**config.mk**
```make
export PLATFORM = sky130hd
export DESIGN_NAME = slot_interleave
export DESIGN_NICKNAME = d
export VERILOG_FILES = /design/src/rtl/slot_ilv_pkg.sv /design/src/rtl/slot_ilv_store.sv /design/src/rtl/slot_ilv_first.sv /design/src/rtl/slot_ilv_divider.sv /design/src/rtl/slot_interleave.sv
export SDC_FILE = /design/constraint.sdc
export NUM_CORES = 2
export LEC_CHECK = 0
export ABC_AREA = 1
export CAP_MARGIN = 20
export CORE_MARGIN = 4
export CORE_UTILIZATION = 28
export DETAILED_ROUTE_END_ITERATION = 8
export DONT_BUFFER_PORTS = 1
export MAX_ROUTING_LAYER = met4
export PLACE_DENSITY_LB_ADDON = 0.08
export SYNTH_ARGS = -nofsm -noshare
export SYNTH_HDL_FRONTEND = slang
export SYNTH_SLANG_ARGS = --single-unit
```
**constraint.sdc**
```tcl
create_clock -name clk -period 27.1 [get_ports clk]
set_input_delay 4.065 -clock clk [delete_from_list [all_inputs] [get_ports clk]]
set_output_delay 4.065 -clock clk [all_outputs]
set_load 0.1 [all_outputs]
```
**src/rtl/slot_ilv_pkg.sv**
```systemverilog
package slot_ilv_pkg;
  typedef enum logic [2:0] {
    ST_IDLE,
    ST_DIV,
    ST_SHORT,
    ST_LONG,
    ST_DONE,
    ST_ERR
  } ilv_state_e;

  localparam logic LIST_A = 1'b0;
  localparam logic LIST_B = 1'b1;
endpackage

```
**src/rtl/slot_ilv_store.sv**
```systemverilog
module slot_ilv_store #(
  parameter int DEPTH = 64,
  parameter int ID_W = 16,
  parameter logic [15:0] EMPTY_ID = 16'hFFFF,
  localparam int IDX_W = $clog2(DEPTH)
) (
  input  logic             clk,
  input  logic             rst_n,
  input  logic             wr_en,
  input  logic [IDX_W-1:0] wr_addr,
  input  logic [ID_W-1:0]  wr_data,
  input  logic [IDX_W-1:0] rd_addr,
  output logic [ID_W-1:0]  rd_data,
  output logic [DEPTH-1:0] occ
);
  logic [ID_W-1:0] mem [DEPTH];

  always_ff @(posedge clk) begin
    if (wr_en) mem[wr_addr] <= wr_data;
  end

  // occupancy bit per entry: set when a non-empty ID is stored
  always_ff @(posedge clk) begin
    if (!rst_n) occ <= '0;
    else if (wr_en) occ[wr_addr] <= (wr_data != EMPTY_ID[ID_W-1:0]);
  end

  assign rd_data = mem[rd_addr];
endmodule

```
**src/rtl/slot_ilv_first.sv**
```systemverilog
module slot_ilv_first #(
  parameter int N = 64,
  localparam int IW = $clog2(N)
) (
  input  logic [N-1:0]  vec,
  output logic          found,
  output logic [IW-1:0] idx
);
  always_comb begin
    found = |vec;
    idx = '0;
    for (int i = N - 1; i >= 0; i--) begin
      if (vec[i]) idx = IW'(i);
    end
  end
endmodule

```
**src/rtl/slot_ilv_divider.sv**
```systemverilog
module slot_ilv_divider #(
  parameter int W = 32,
  localparam int LW = $clog2(W + 1)
) (
  input  logic         clk,
  input  logic         rst_n,
  input  logic         start,
  input  logic [W-1:0] num,
  input  logic [W-1:0] den,
  output logic         done,
  output logic [W-1:0] quo
);
  logic [W-1:0]  q;
  logic [W:0]    r;
  logic [LW-1:0] left;
  logic          run;
  logic [W:0]    r_sh;
  logic          ge;

  always_comb begin
    r_sh = {r[W-1:0], q[W-1]};
    ge = (r_sh >= {1'b0, den});
  end

  always_ff @(posedge clk) begin
    if (!rst_n) begin
      q <= '0;
      r <= '0;
      left <= '0;
      run <= 1'b0;
      done <= 1'b0;
    end else if (start) begin
      q <= num;
      r <= '0;
      left <= LW'(W);
      run <= 1'b1;
      done <= 1'b0;
    end else if (run) begin
      r <= ge ? (r_sh - {1'b0, den}) : r_sh;
      q <= {q[W-2:0], ge};
      left <= left - 1'b1;
      if (left == LW'(1)) begin
        run <= 1'b0;
        done <= 1'b1;
      end
    end else begin
      done <= 1'b0;
    end
  end

  assign quo = q;
endmodule

```
**src/rtl/slot_interleave.sv**
```systemverilog
module slot_interleave #(
  parameter int DEPTH = 64,
  parameter int ID_W = 16,
  parameter logic [15:0] EMPTY_ID = 16'hFFFF,
  parameter int MAX_OUT = 64,
  parameter int STEP = 100000,
  parameter int CREDIT_W = 32,
  localparam int IDX_W = $clog2(DEPTH),
  localparam int LCNT_W = $clog2(DEPTH + 1),
  localparam int TOT_W = LCNT_W + 1,
  localparam int CNT_W = $clog2(MAX_OUT + 1)
) (
  input  logic             clk,
  input  logic             rst_n,
  input  logic             wr_en,
  input  logic             wr_list,
  input  logic [IDX_W-1:0] wr_addr,
  input  logic [ID_W-1:0]  wr_data,
  input  logic             start,
  output logic             out_valid,
  input  logic             out_ready,
  output logic [ID_W-1:0]  out_id,
  output logic             done,
  output logic             err,
  output logic [CNT_W-1:0] emit_count
);
  import slot_ilv_pkg::*;

  ilv_state_e state;

  logic [DEPTH-1:0]  occ      [2];
  logic [DEPTH-1:0]  work     [2];
  logic [ID_W-1:0]   rd_data  [2];
  logic [IDX_W-1:0]  head_idx [2];
  logic              head_vld [2];
  logic [LCNT_W-1:0] cnt      [2];

  logic                       long_sel;
  logic                       act;
  logic signed [CREDIT_W-1:0] credit;
  logic [CREDIT_W-1:0]        tgt;
  logic [TOT_W-1:0]           total;
  logic                       over;
  logic                       long_nxt;
  logic                       div_start;
  logic                       div_done;
  logic [CREDIT_W-1:0]        div_q;
  logic [CREDIT_W-1:0]        div_num;
  logic [CREDIT_W-1:0]        div_den;
  logic                       cur_sel;
  logic                       fire;

  for (genvar g = 0; g < 2; g++) begin : g_list
    slot_ilv_store #(
      .DEPTH(DEPTH), .ID_W(ID_W), .EMPTY_ID(EMPTY_ID)
    ) u_store (
      .clk     (clk),
      .rst_n   (rst_n),
      .wr_en   (wr_en && (wr_list == g[0]) && (state == ST_IDLE)),
      .wr_addr (wr_addr),
      .wr_data (wr_data),
      .rd_addr (head_idx[g]),
      .rd_data (rd_data[g]),
      .occ     (occ[g])
    );

    slot_ilv_first #(.N(DEPTH)) u_first (
      .vec   (work[g]),
      .found (head_vld[g]),
      .idx   (head_idx[g])
    );

    assign cnt[g] = LCNT_W'($countones(occ[g]));
  end

  // role selection and divider operands, evaluated at start
  always_comb begin
    total = TOT_W'(cnt[0]) + TOT_W'(cnt[1]);
    over = (total > TOT_W'(MAX_OUT));
    long_nxt = (cnt[0] >= cnt[1]) ? LIST_A : LIST_B;
    div_num = CREDIT_W'(STEP) * CREDIT_W'(long_nxt == LIST_A ? cnt[1] : cnt[0]);
    div_den = CREDIT_W'(long_nxt == LIST_A ? cnt[0] : cnt[1]);
    div_start = start && (state == ST_IDLE) && !over;
  end

  slot_ilv_divider #(.W(CREDIT_W)) u_div (
    .clk   (clk),
    .rst_n (rst_n),
    .start (div_start),
    .num   (div_num),
    .den   (div_den),
    .done  (div_done),
    .quo   (div_q)
  );

  always_comb begin
    cur_sel = (state == ST_LONG) ? long_sel : ~long_sel;
    out_valid = ((state == ST_SHORT) && head_vld[~long_sel]) ||
                ((state == ST_LONG) && head_vld[long_sel] && (credit > 0));
    out_id = rd_data[cur_sel];
    fire = out_valid && out_ready;
    done = (state == ST_DONE);
    err = (state == ST_ERR);
  end

  always_ff @(posedge clk) begin
    if (!rst_n) begin
      state <= ST_IDLE;
      work[0] <= '0;
      work[1] <= '0;
      long_sel <= LIST_A;
      act <= 1'b0;
      credit <= '0;
      tgt <= '0;
      emit_count <= '0;
    end else begin
      if (fire) begin
        work[cur_sel][head_idx[cur_sel]] <= 1'b0;
        emit_count <= emit_count + 1'b1;
      end
      unique case (state)
        ST_IDLE: begin
          if (start) begin
            work[0] <= occ[0];
            work[1] <= occ[1];
            long_sel <= long_nxt;
            credit <= '0;
            emit_count <= '0;
            state <= over ? ST_ERR : ST_DIV;
          end
        end
        ST_DIV: begin
          if (div_done) begin
            tgt <= div_q;
            state <= ST_SHORT;
          end
        end
        ST_SHORT: begin
          if (!head_vld[0] && !head_vld[1]) begin
            state <= ST_DONE;
          end else if (head_vld[~long_sel]) begin
            if (fire) begin
              credit <= credit + $signed(CREDIT_W'(STEP));
              act <= 1'b1;
              state <= ST_LONG;
            end
          end else begin
            act <= 1'b0;
            state <= ST_LONG;
          end
        end
        ST_LONG: begin
          if (out_valid) begin
            if (fire) begin
              credit <= credit - $signed(tgt);
              act <= 1'b1;
            end
          end else begin
            state <= act ? ST_SHORT : ST_ERR;
          end
        end
        ST_DONE: state <= ST_IDLE;
        ST_ERR:  state <= ST_IDLE;
        default: state <= ST_IDLE;
      endcase
    end
  end
endmodule

```
==> flow_summary.ini <==
[status]
status = finished clean

[clock_tree]
path_clk_slew_ps = 60
numCtsBuffers = 301
cts_max_level = 5
cts_buffer_depth = 4
clock_latency_ps = 930
clock_sinks = 2452
cts_resized = 0
ctsRootBufferMaster = clkbuf_16
hold_buffers = 0
cts_setup_buffers = 0
cts_tree = yes

[job]
drv_cap = 0

[routing]
via_per_inst = 4.784
vias = 80829
drt_iter0_markers = 6563
ant_nets = 0
post-route-drc-count = 0
wl_um = 420800
drt_pass1_iterations = 6
wl_per_cell_um = 24.91

[global_route]
track_usage_pct = 20.32
grt_max_degree = 158
grt_overflow_total = 0
antenna_found_initial = 21
grt_pass1_vias = 78794
grt_pass1_wl_um = 599900

[floorplan]
die_area_sq_mm = 0.4141
fp-row-count = 233
initial_utilization_pct = 28.09
die-width_um = 643.5
die_y_um = 643.5
core_sq_mm = 0.4026
io_pins = 54

[final_layout]
fill_cells = 41110
stdcell_area_sq_mm = 0.1295
nNetsFinal = 11534
area_growth_pct = 14.53
drive_above_1_share_pct = 7.002

[timing]
grt_setup_unrepaired = false
finalHoldViolCount = 0
fmax_mhz = 73.62
finalSetupTns_ps = 0
setup_viol = 0
min_period_over_period_pct = 50.12
slew_violations = 0
slew_headroom_pct = 23.23
period_needed_ps = 13580
fin_skew_ps = 63.32
worst_pin_slew_ps = 1152

[synth]
synth_largest_area_cell = edfxtp_1
postSynthCellCount = 11368
synth_fp_nets = 11650
yosysSeqAreaShare_pct = 61.54
synthTopCellsByArea = edfxtp_1 (54%), nand2_1 (8.4%), nand3_1 (7.6%), dfxtp_1 (7.2%), inv_1 (5.7%)
synth_edf_count = 2048
syn_area_sq_mm = 0.1131
ys_ff_latch = 2452
yosys_warnings = 0
syn_avg_cell_area_sq_um = 9.947
yosysTopAreaCellShare_pct = 54.39
async_flop_share_pct = 0
synth.distinct_cells = 47
ys.flop_type = edfxtp_1

[worst_setup_path]
setup.worst_path.start_class = register
arrival_ps = 9520
crit_type = reg -> out
rr_worst_depth = 52
r2r-start = g_list[0].u_store.occ[47]$_SDFFE_PN0P_
worstReg2RegEnd = u_div.quo[23]$_SDFFE_PN0P_
cpPeakStageDelay_ps = 710
critPathMaxFanout = 135
crit_path_top_delay_cell = nand2_1
end_kind = output port
worstSetupEndpoint = out_id[0]
worstPathRequired_ps = 23030
crit_start = work[1][62]$_SDFFE_PP0P_
rrSetupSlack_ps = 14440
crit_top_cell = nand2_1

[power]
vdd_drop_max_uv = 51.13
p_per_area_mw_per_mm2 = 74.17
p_leak_nw = 50.70

[place]
dp_hpwl_um = 243900
dpl-instance-area_sq_mm = 0.1198
place.gp.congestion = 0.8590
io_buffers = 0

[hold_path]
holdCritStartpoint = tgt[30]$_SDFFE_PN0P_
hold_path_class = reg -> reg
-- sequential cells by signal (all words and copies together), names as in the netlist --
name                count
act                     1
credit                 32
emit_count              7
g_list.u_store.mem   2048
g_list.u_store.occ    128
long_sel                1
state                   3
tgt                    32
u_div.done              1
u_div.left              6
u_div.quo              32
u_div.r                32
u_div.run               1
work                  128
-- stage by stage --
step | worst slack (ps) | power (mW) | utilization, % | std cells | hold WS, ps
after floorplan | 16000 | 5.147 | - | 11368 | 433.1
after global placement | 14180 | 5.658 | 29.73 | 16345 | 453.7
after detailed placement | 14410 | 5.668 | 29.75 | 16351 | 453.5
after CTS | 13370 | 9.737 | 32.15 | 16885 | 461.8
after global routing | 12550 | 10.02 | 32.16 | 16889 | 479.1
final | 13520 | 9.606 | 32.17 | 16896 | 455.7
-- worst min path at each step --
stage                           end  slack, ps  cells past startpoint
3_3_place_gp   tgt[30]$_SDFFE_PN0P_        450                      2
6_report       tgt[30]$_SDFFE_PN0P_        460                      2
3_5_place_dp   tgt[30]$_SDFFE_PN0P_        450                      2
2_1_floorplan  tgt[10]$_SDFFE_PN0P_        430                      2
4_1_cts        tgt[30]$_SDFFE_PN0P_        460                      2
5_1_grt        tgt[30]$_SDFFE_PN0P_        480                      2
-- worst max-delay path: cells and delay by family, from the launching register on --
family	cells	cell delay (ps)
and+or+nand+nor	72	6060
buffers and inverters	5	1590
DFF	1	370
-- report_power, final --
part           switching, mW  internal [mW]
Sequential            0.0421           4.13
Clock                   1.69           2.33
Combinational           1.05          0.358
Total                   2.79           6.82
-- cells in the final DEF, fill, tap and decap left out, drive strengths merged, types with 22 or more instances in the layout --
cell type,count
edfxtp,2048
ha,136
nand3,1721
o22ai,24
clkbuf,389
clkinv,117
buf,212
bufinv,22
a21oi,188
a22oi,65
nor2,498
a211oi,142
nor3,53
dfxtp,404
nand2,2522
o211ai,117
a31oi,113
xor2,32
fa,118
o21ai,274
inv,1733
nand3b,441
-- cells by family (layout without fill, tap and decap cells) --
group	after synthesis	count (layout)	share of synthesized area [%]
compound gates	972	972	5.305
xor+xnor	48	48	0.3718
fa+ha+maj	254	254	3.594
buf+inv	2362	2477	8.116
flops	2452	2452	61.54
other cells	0	8	0
simple gates	5280	5280	21.07
-- cells in the mapped netlist, types with 5 or more instances --
cell,n
o21a_1,5
o21ai_0,249
o22ai_1,24
buf_2,162
dfxtp_1,404
a211oi_1,142
fa_1,118
clkinv_1,10
inv_1,1714
o21ai_1,25
clkbuf_1,346
inv_2,6
nand3b_1,441
a31oi_1,113
nand2_1,2519
nor4_1,20
o31ai_1,7
nor2_1,498
o211ai_1,117
buf_1,99
or2_2,7
a21oi_1,188
buf_4,21
xnor2_1,16
xor2_1,32
ha_1,136
nor3_1,50
nand3_1,1721
edfxtp_1,2048
o21bai_1,12
a22oi_1,65
nand4_1,9
a221oi_1,13
-- final cells by class --
type | instances | area (sq um) | share of cell area, %
antenna | 8 | 20.02 | 0.01546
clock buffer | 388 | 8107 | 6.259
tap | 5405 | 6763 | 5.222
sequential | 2452 | 69590 | 53.73
inverter | 1730 | 6549 | 5.057
timing repair buffer | 213 | 1804 | 1.393
multi-input combinational | 6554 | 35120 | 27.12
clock inverter | 146 | 1555 | 1.201
-- metal layers --
layer / wire (um) / GRT usage, %
met5: 0 / -
met4: 12610 / 5.639
met3: 19790 / 2.149
met2: 194800 / 32.24
met1: 193700 / 27.62
Note: power is estimated with default switching activity, not from simulation.
